### config.mk
export PLATFORM = sky130hd
export DESIGN_NAME = blit_seq
export DESIGN_NICKNAME = d
export VERILOG_FILES = /design/src/rtl/blit_pkg.sv /design/src/rtl/blit_setup.sv /design/src/rtl/blit_walker.sv /design/src/rtl/blit_addr.sv /design/src/rtl/blit_seq.sv
export SDC_FILE = /design/constraint.sdc
export NUM_CORES = 2
export LEC_CHECK = 0
export CAP_MARGIN = 25
export CORE_UTILIZATION = 50
export CTS_CLUSTER_DIAMETER = 80
export DETAILED_ROUTE_END_ITERATION = 16
export PLACE_DENSITY = 0.75
export REMOVE_ABC_BUFFERS = 1
export SYNTH_ARGS = -nofsm -noshare
export SYNTH_HDL_FRONTEND = slang
export SYNTH_HIERARCHICAL = 1
export SYNTH_SLANG_ARGS = --single-unit
### constraint.sdc
create_clock -name clk -period 16.15 [get_ports clk]
set_input_delay 4.845 -clock clk [delete_from_list [all_inputs] [get_ports clk]]
set_output_delay 4.845 -clock clk [all_outputs]
set_load 0.01 [all_outputs]
### src/rtl/blit_pkg.sv
package blit_pkg;

  typedef enum logic {
    ST_IDLE = 1'b0,
    ST_RUN  = 1'b1
  } blit_st_e;

  // Byte-lane rotation phase from the adjusted starting destination x.
  function automatic logic [2:0] lane_phase(input logic [31:0] start_x,
                                            input logic        ltr);
    logic [31:0] b;
    b = ltr ? start_x : start_x + 32'd2;
    return 3'((b >> 2) % 32'd6);
  endfunction

endpackage

### src/rtl/blit_setup.sv
module blit_setup
  import blit_pkg::*;
#(
  parameter int CW = 16,
  parameter int XW = CW + 2
) (
  input  logic [CW-1:0] src_x,
  input  logic [CW-1:0] src_y,
  input  logic [CW-1:0] dst_x,
  input  logic [CW-1:0] dst_y,
  input  logic [CW-1:0] wid,
  input  logic [CW-1:0] hgt,
  input  logic          fill,
  input  logic          mode24,
  output logic [XW-1:0] sx0,
  output logic [XW-1:0] sy0,
  output logic [XW-1:0] dx0,
  output logic [XW-1:0] dy0,
  output logic [XW-1:0] w_eff,
  output logic [XW-1:0] h_eff,
  output logic          x_ltr,
  output logic          y_ttb,
  output logic [2:0]    rot,
  output logic          empty
);

  logic [XW-1:0] sxs, dxs, syx, dyx;
  logic [XW-1:0] one;

  always_comb begin
    one   = XW'(1);
    sxs   = mode24 ? XW'(src_x) + (XW'(src_x) << 1) : XW'(src_x);
    dxs   = mode24 ? XW'(dst_x) + (XW'(dst_x) << 1) : XW'(dst_x);
    w_eff = mode24 ? XW'(wid)   + (XW'(wid)   << 1) : XW'(wid);
    h_eff = XW'(hgt);
    syx   = XW'(src_y);
    dyx   = XW'(dst_y);
    empty = (wid == '0) || (hgt == '0);
    // Walk away from the overlap: bottom-up / right-to-left when moving down / right.
    y_ttb = fill || (src_y >= dst_y);
    x_ltr = fill || (sxs >= dxs);
    sy0   = y_ttb ? syx : syx + h_eff - one;
    dy0   = y_ttb ? dyx : dyx + h_eff - one;
    sx0   = x_ltr ? sxs : sxs + w_eff - one;
    dx0   = x_ltr ? dxs : dxs + w_eff - one;
    rot   = mode24 ? lane_phase(32'(dx0), x_ltr) : 3'd0;
  end

endmodule

### src/rtl/blit_walker.sv
module blit_walker #(
  parameter int XW = 18
) (
  input  logic          clk,
  input  logic          rst_n,
  input  logic          start,
  input  logic          step,
  input  logic [XW-1:0] w,
  input  logic [XW-1:0] h,
  output logic [XW-1:0] col,
  output logic [XW-1:0] row,
  output logic          last
);

  logic [XW-1:0] col_n, row_n;
  logic          en;
  logic          row_end;

  always_comb begin
    row_end = (col == w - XW'(1));
    last    = row_end && (row == h - XW'(1));
    en      = start || step;
    col_n   = col;
    row_n   = row;
    if (start) begin
      col_n = '0;
      row_n = '0;
    end else if (step) begin
      if (row_end) begin
        col_n = '0;
        row_n = row + XW'(1);
      end else begin
        col_n = col + XW'(1);
      end
    end
  end

  always_ff @(posedge clk or negedge rst_n) begin
    if (!rst_n) begin
      col <= '0;
      row <= '0;
    end else if (en) begin
      col <= col_n;
      row <= row_n;
    end
  end

endmodule

### src/rtl/blit_addr.sv
module blit_addr #(
  parameter int XW = 18,
  parameter int PW = 10,
  parameter int AW = 32
) (
  input  logic [XW-1:0] base_x,
  input  logic [XW-1:0] base_y,
  input  logic [XW-1:0] col,
  input  logic [XW-1:0] row,
  input  logic          ltr,
  input  logic          ttb,
  input  logic [PW-1:0] pitch,
  output logic [XW-1:0] cur_x,
  output logic [XW-1:0] cur_y,
  output logic [AW-1:0] addr
);

  always_comb begin
    cur_x = ltr ? base_x + col : base_x - col;
    cur_y = ttb ? base_y + row : base_y - row;
    addr  = AW'(cur_y) * (AW'(pitch) << 3) + AW'(cur_x);
  end

endmodule

### src/rtl/blit_seq.sv
module blit_seq
  import blit_pkg::*;
#(
  parameter int CW    = 16,
  parameter int PW    = 10,
  parameter int AW    = 32,
  parameter int VXRES = 640,
  parameter int VYRES = 480
) (
  input  logic          clk,
  input  logic          rst_n,
  input  logic          cmd_valid,
  output logic          cmd_ready,
  input  logic          cmd_fill,
  input  logic          cmd_mode24,
  input  logic [2*CW-1:0] cmd_src_xy,
  input  logic [2*CW-1:0] cmd_dst_xy,
  input  logic [2*CW-1:0] cmd_size_wh,
  input  logic [PW-1:0] cfg_pitch,
  input  logic          sc_wr,
  input  logic [2*CW-1:0] sc_lt_xy,
  input  logic [2*CW-1:0] sc_rb_xy,
  output logic          px_valid,
  input  logic          px_ready,
  output logic [AW-1:0] px_rd_addr,
  output logic          px_rd_en,
  output logic [AW-1:0] px_wr_addr,
  output logic          px_wr_en,
  output logic [2:0]    rot_phase,
  output logic          rot_en,
  output logic          busy
);

  localparam int XW = CW + 2;

  blit_st_e      state, state_n;
  logic [XW-1:0] s_sx0, s_sy0, s_dx0, s_dy0, s_w, s_h;
  logic          s_ltr, s_ttb, s_empty;
  logic [2:0]    s_rot;
  logic [XW-1:0] r_sx0, r_sy0, r_dx0, r_dy0, r_w, r_h;
  logic          r_ltr, r_ttb, r_fill, r_m24;
  logic [2:0]    r_rot;
  logic [CW-1:0] sc_l, sc_t, sc_r, sc_b;
  logic [XW-1:0] col, row, scx, scy, dcx, dcy;
  logic          last, accept, load, step;

  blit_setup #(.CW(CW), .XW(XW)) u_setup (
    .src_x (cmd_src_xy[2*CW-1:CW]), .src_y (cmd_src_xy[CW-1:0]),
    .dst_x (cmd_dst_xy[2*CW-1:CW]), .dst_y (cmd_dst_xy[CW-1:0]),
    .wid   (cmd_size_wh[2*CW-1:CW]), .hgt  (cmd_size_wh[CW-1:0]),
    .fill  (cmd_fill), .mode24 (cmd_mode24),
    .sx0 (s_sx0), .sy0 (s_sy0), .dx0 (s_dx0), .dy0 (s_dy0),
    .w_eff (s_w), .h_eff (s_h), .x_ltr (s_ltr), .y_ttb (s_ttb),
    .rot (s_rot), .empty (s_empty)
  );

  always_comb begin
    cmd_ready = (state == ST_IDLE);
    busy      = (state == ST_RUN);
    px_valid  = busy;
    accept    = cmd_valid && cmd_ready;
    load      = accept && !s_empty;
    step      = px_valid && px_ready;
    state_n   = state;
    case (state)
      ST_IDLE: if (load) state_n = ST_RUN;
      ST_RUN:  if (step && last) state_n = ST_IDLE;
      default: state_n = ST_IDLE;
    endcase
  end

  always_ff @(posedge clk or negedge rst_n) begin
    if (!rst_n) state <= ST_IDLE;
    else        state <= state_n;
  end

  always_ff @(posedge clk or negedge rst_n) begin
    if (!rst_n) begin
      r_sx0 <= '0; r_sy0 <= '0; r_dx0 <= '0; r_dy0 <= '0;
      r_w   <= '0; r_h   <= '0;
      r_ltr <= 1'b1; r_ttb <= 1'b1; r_fill <= 1'b0; r_m24 <= 1'b0;
      r_rot <= '0;
    end else if (load) begin
      r_sx0 <= s_sx0; r_sy0 <= s_sy0; r_dx0 <= s_dx0; r_dy0 <= s_dy0;
      r_w   <= s_w;   r_h   <= s_h;
      r_ltr <= s_ltr; r_ttb <= s_ttb; r_fill <= cmd_fill; r_m24 <= cmd_mode24;
      r_rot <= s_rot;
    end
  end

  always_ff @(posedge clk or negedge rst_n) begin
    if (!rst_n) begin
      sc_l <= '0;
      sc_t <= '0;
      sc_r <= CW'(VXRES - 1);
      sc_b <= CW'(VYRES - 1);
    end else if (sc_wr) begin
      sc_l <= sc_lt_xy[2*CW-1:CW];
      sc_t <= sc_lt_xy[CW-1:0];
      sc_r <= sc_rb_xy[2*CW-1:CW];
      sc_b <= sc_rb_xy[CW-1:0];
    end
  end

  blit_walker #(.XW(XW)) u_walk (
    .clk (clk), .rst_n (rst_n), .start (load), .step (step),
    .w (r_w), .h (r_h), .col (col), .row (row), .last (last)
  );

  blit_addr #(.XW(XW), .PW(PW), .AW(AW)) u_src_addr (
    .base_x (r_sx0), .base_y (r_sy0), .col (col), .row (row),
    .ltr (r_ltr), .ttb (r_ttb), .pitch (cfg_pitch),
    .cur_x (scx), .cur_y (scy), .addr (px_rd_addr)
  );

  blit_addr #(.XW(XW), .PW(PW), .AW(AW)) u_dst_addr (
    .base_x (r_dx0), .base_y (r_dy0), .col (col), .row (row),
    .ltr (r_ltr), .ttb (r_ttb), .pitch (cfg_pitch),
    .cur_x (dcx), .cur_y (dcy), .addr (px_wr_addr)
  );

  always_comb begin
    px_rd_en  = !r_fill;
    px_wr_en  = (dcx >= XW'(sc_l)) && (dcx <= XW'(sc_r)) &&
                (dcy >= XW'(sc_t)) && (dcy <= XW'(sc_b));
    rot_phase = r_rot;
    rot_en    = r_m24;
  end

endmodule

==> results.md <==
STA:
- Across the routed clock network, the largest skew measured is 0.0170 ns.
- Derived from the worst setup path, the maximum achievable clock frequency is 0.0627 GHz.
- For the final routed database, the setup TNS stands at 0 ns.
- The measured slew at the worst slew-check pin is 1.14 ns.
- The total of endpoints with negative setup slack in the final report is 0.
- The post-route minimum period is 15.94 ns.
- The number of max-slew violations in the final report is 0.
- The final number of hold-violating endpoints was 0.
- The final cycle utilization of the critical path is 0.987.
- Measured against its own limit, the worst slew margin works out to 0.237.
- The hold slack is 0.507 ns.

Synthesis:
- The average instance in the mapped netlist occupies 8.26 um^2.
- In the synthesized netlist, the number of instances is 4,789.
- Yosys printed 6 warnings.
- The netlist area before placement is 39,600 um^2.

Worst hold path:
- The path class of the tightest hold or removal check is reg -> reg.

Worst setup path:
- The most frequent cell on the critical path is sky130_fd_sc_hd__fa_1.
- The standard cell with the maximum stage delay on the critical path is sky130_fd_sc_hd__clkdlybuf4s50_1.
- The largest fanout on the critical path is 3.
- The worst setup slack for register-to-register paths is 12.55 ns.
- The worst setup path is launched from an input pin.
- For the worst setup path, the data arrival time is 11.09 ns.
- The largest single stage delay on the critical path is 0.60 ns.
- The kind of cell adding the most delay to the critical path is adder cells.
- The worst setup path is captured at a primary output.
- The critical path contains buffers and inverters numbering 6 combined.
- The worst path required time is 11.30 ns.
- By startpoint and endpoint, the worst setup path is classified as in -> out.

Placement:
- The half-perimeter wire length after detailed placement is 92.6 mm.
- The congestion estimate from routability-driven global placement came to 0.961.
- The count of input and output buffers is 249.
- The cell area after placement is 44,600 um^2.

Status:
- The run finished with clean final reports.

Clocking:
- The clock insertion delay at the later pin of the skew report is 0.56 ns.
- The clock drives 216 sinks.
- The maximum count of clock buffers along a single path is 3.
- In this run the number of H-tree levels came out at 1.
- TritonCTS built the clock tree.
- The cell at the root of the clock tree is sky130_fd_sc_hd__clkbuf_16.
- Clock-pin slew was measured on the worst setup and hold paths at 0.06 ns.
- The number of CTS-inserted buffers is 26.

Routing:
- The total via count in the routed design is 35.3k.
- After the first detailed-routing iteration, the DRC count stood at 2,474.
- The remaining routing DRC violations is 0.
- The post-detailed-route wirelength per cell is 18.2 um.
- The detailed-routing iteration count for the pre-antenna-repair pass is 6.
- Once detail routing completed, the nets flagged for antenna violations numbered 0.
- After detailed routing, the number of vias per cell comes to 5.66.
- The wire length after detailed routing is 113 mm.

Floorplan:
- The initial utilization of the core area, before any placement, comes to 0.508.
- The width of the die is 283 um.
- The area of the placeable core is 77,800 um^2.
- 250 I/O pins were placed.
- The floorplan step defined a die boundary enclosing 80,300 um^2.
- The floorplan step set the die height to 283 um.
- After floorplanning, the core was divided into 102 placement rows.

Global routing:
- The total overflow reported by the global router is 0.
- The number of antenna violations at the first check in global routing is 0.
- Across every metal layer, demand over resource in global routing totals 0.278.
- The number of global-route vias before repair is 35.0k.
- The wire length of the first global-routing pass is 182 mm.
- The maximum number of pins on one net before global-route repair is 103.

Finish:
- The area occupied by multi-input gates is 31,100 um^2.
- The signed area change from the synthesized netlist to the final layout is 15.8%.
- Of the cells placed in the final design, the portion with a size suffix greater than 1 is 0.123.
- After filler insertion, the fill cell instance count of the layout stands at 6,970.
- After routing the design area is 45,800 um^2.
- The net count of the finished layout is 6,127.
- In the final layout, flip-flops and latches occupy 5430 um^2.

Flow run:
- Max-cap violations in this run came to 0.
[stage by stage]
stage | util | cells | worst slack, ns
2_1_floorplan | - | 4613 | -0.435
4_1_cts | 0.586 | 6212 | 0.00232
5_1_grt | 0.588 | 6227 | -0.0415
3_5_place_dp | 0.572 | 6146 | -0.721
6_report | 0.588 | 6228 | 0.213
3_3_place_gp | 0.572 | 6144 | -0.669
[worst paths after layout]
check / startpoint / end / cells after the start
max: cfg_pitch[9] / px_wr_addr[17] / 25
min: rot_phase[1] / rot_phase[1] / 1
max reg2reg: r_w[0] / busy / 11
min reg2reg: rot_phase[1] / rot_phase[1] / 1
max in group asynchronous: rst_n / r_sx0[8] / 3
min in group asynchronous: rst_n / sc_t[13] / 1
[placed cells by master, fill, tap and decap left out, drive strengths merged, types with 57 or more instances in the layout]
cell type	n
o21ai	216
a21oi	316
nand2	414
inv	667
a21o	91
nor3	85
nor2	261
xor2	134
clkdlybuf4s50	210
mux2i	60
o21bai	57
and2	217
ha	515
dfrtp	198
mux2	130
xnor2	238
nand3	88
fa	265
buf	294
[registers in the layout (all words and copies together), names as in the netlist, 3 cells and up]
name        cells
u_walk/row     18
sc_l           16
sc_t           16
r_dx0          18
sc_b           16
u_walk/col     18
r_sy0          18
r_dy0          18
r_w            18
rot_phase       3
r_h            18
sc_r           16
r_sx0          18
[routing by layer]
layer	wire length [um]	global-route usage	vias to the layer above
li1	-	-	17000
met1	48700	0.363	17000
met2	54200	0.476	1087
met3	7250	0.0419	191
met4	3360	0.0786	0
met5	0	0	-
[area by class of cell]
type,count,share of cell area
flip-flops and latches,216,0.118
clock buffers,39,0.0170
well taps,1040,0.0284
inverters,667,0.0546
multi-input cells,3730,0.679
diodes,1,0.0000546
clock inverters,6,0.00183
repair buffers,529,0.101
[what timing repair did]
action,4_1_cts,5_1_grt
setup endpoints to repair,34,33
resized for setup,78,63
hold buffers,0,0
pin swaps,19,41
setup buffers,20,5
gates cloned,1,0
Power is left out: the tool's default activity adds up to more than one toggle a clock period on the data nets, which glitch-free logic cannot reach.
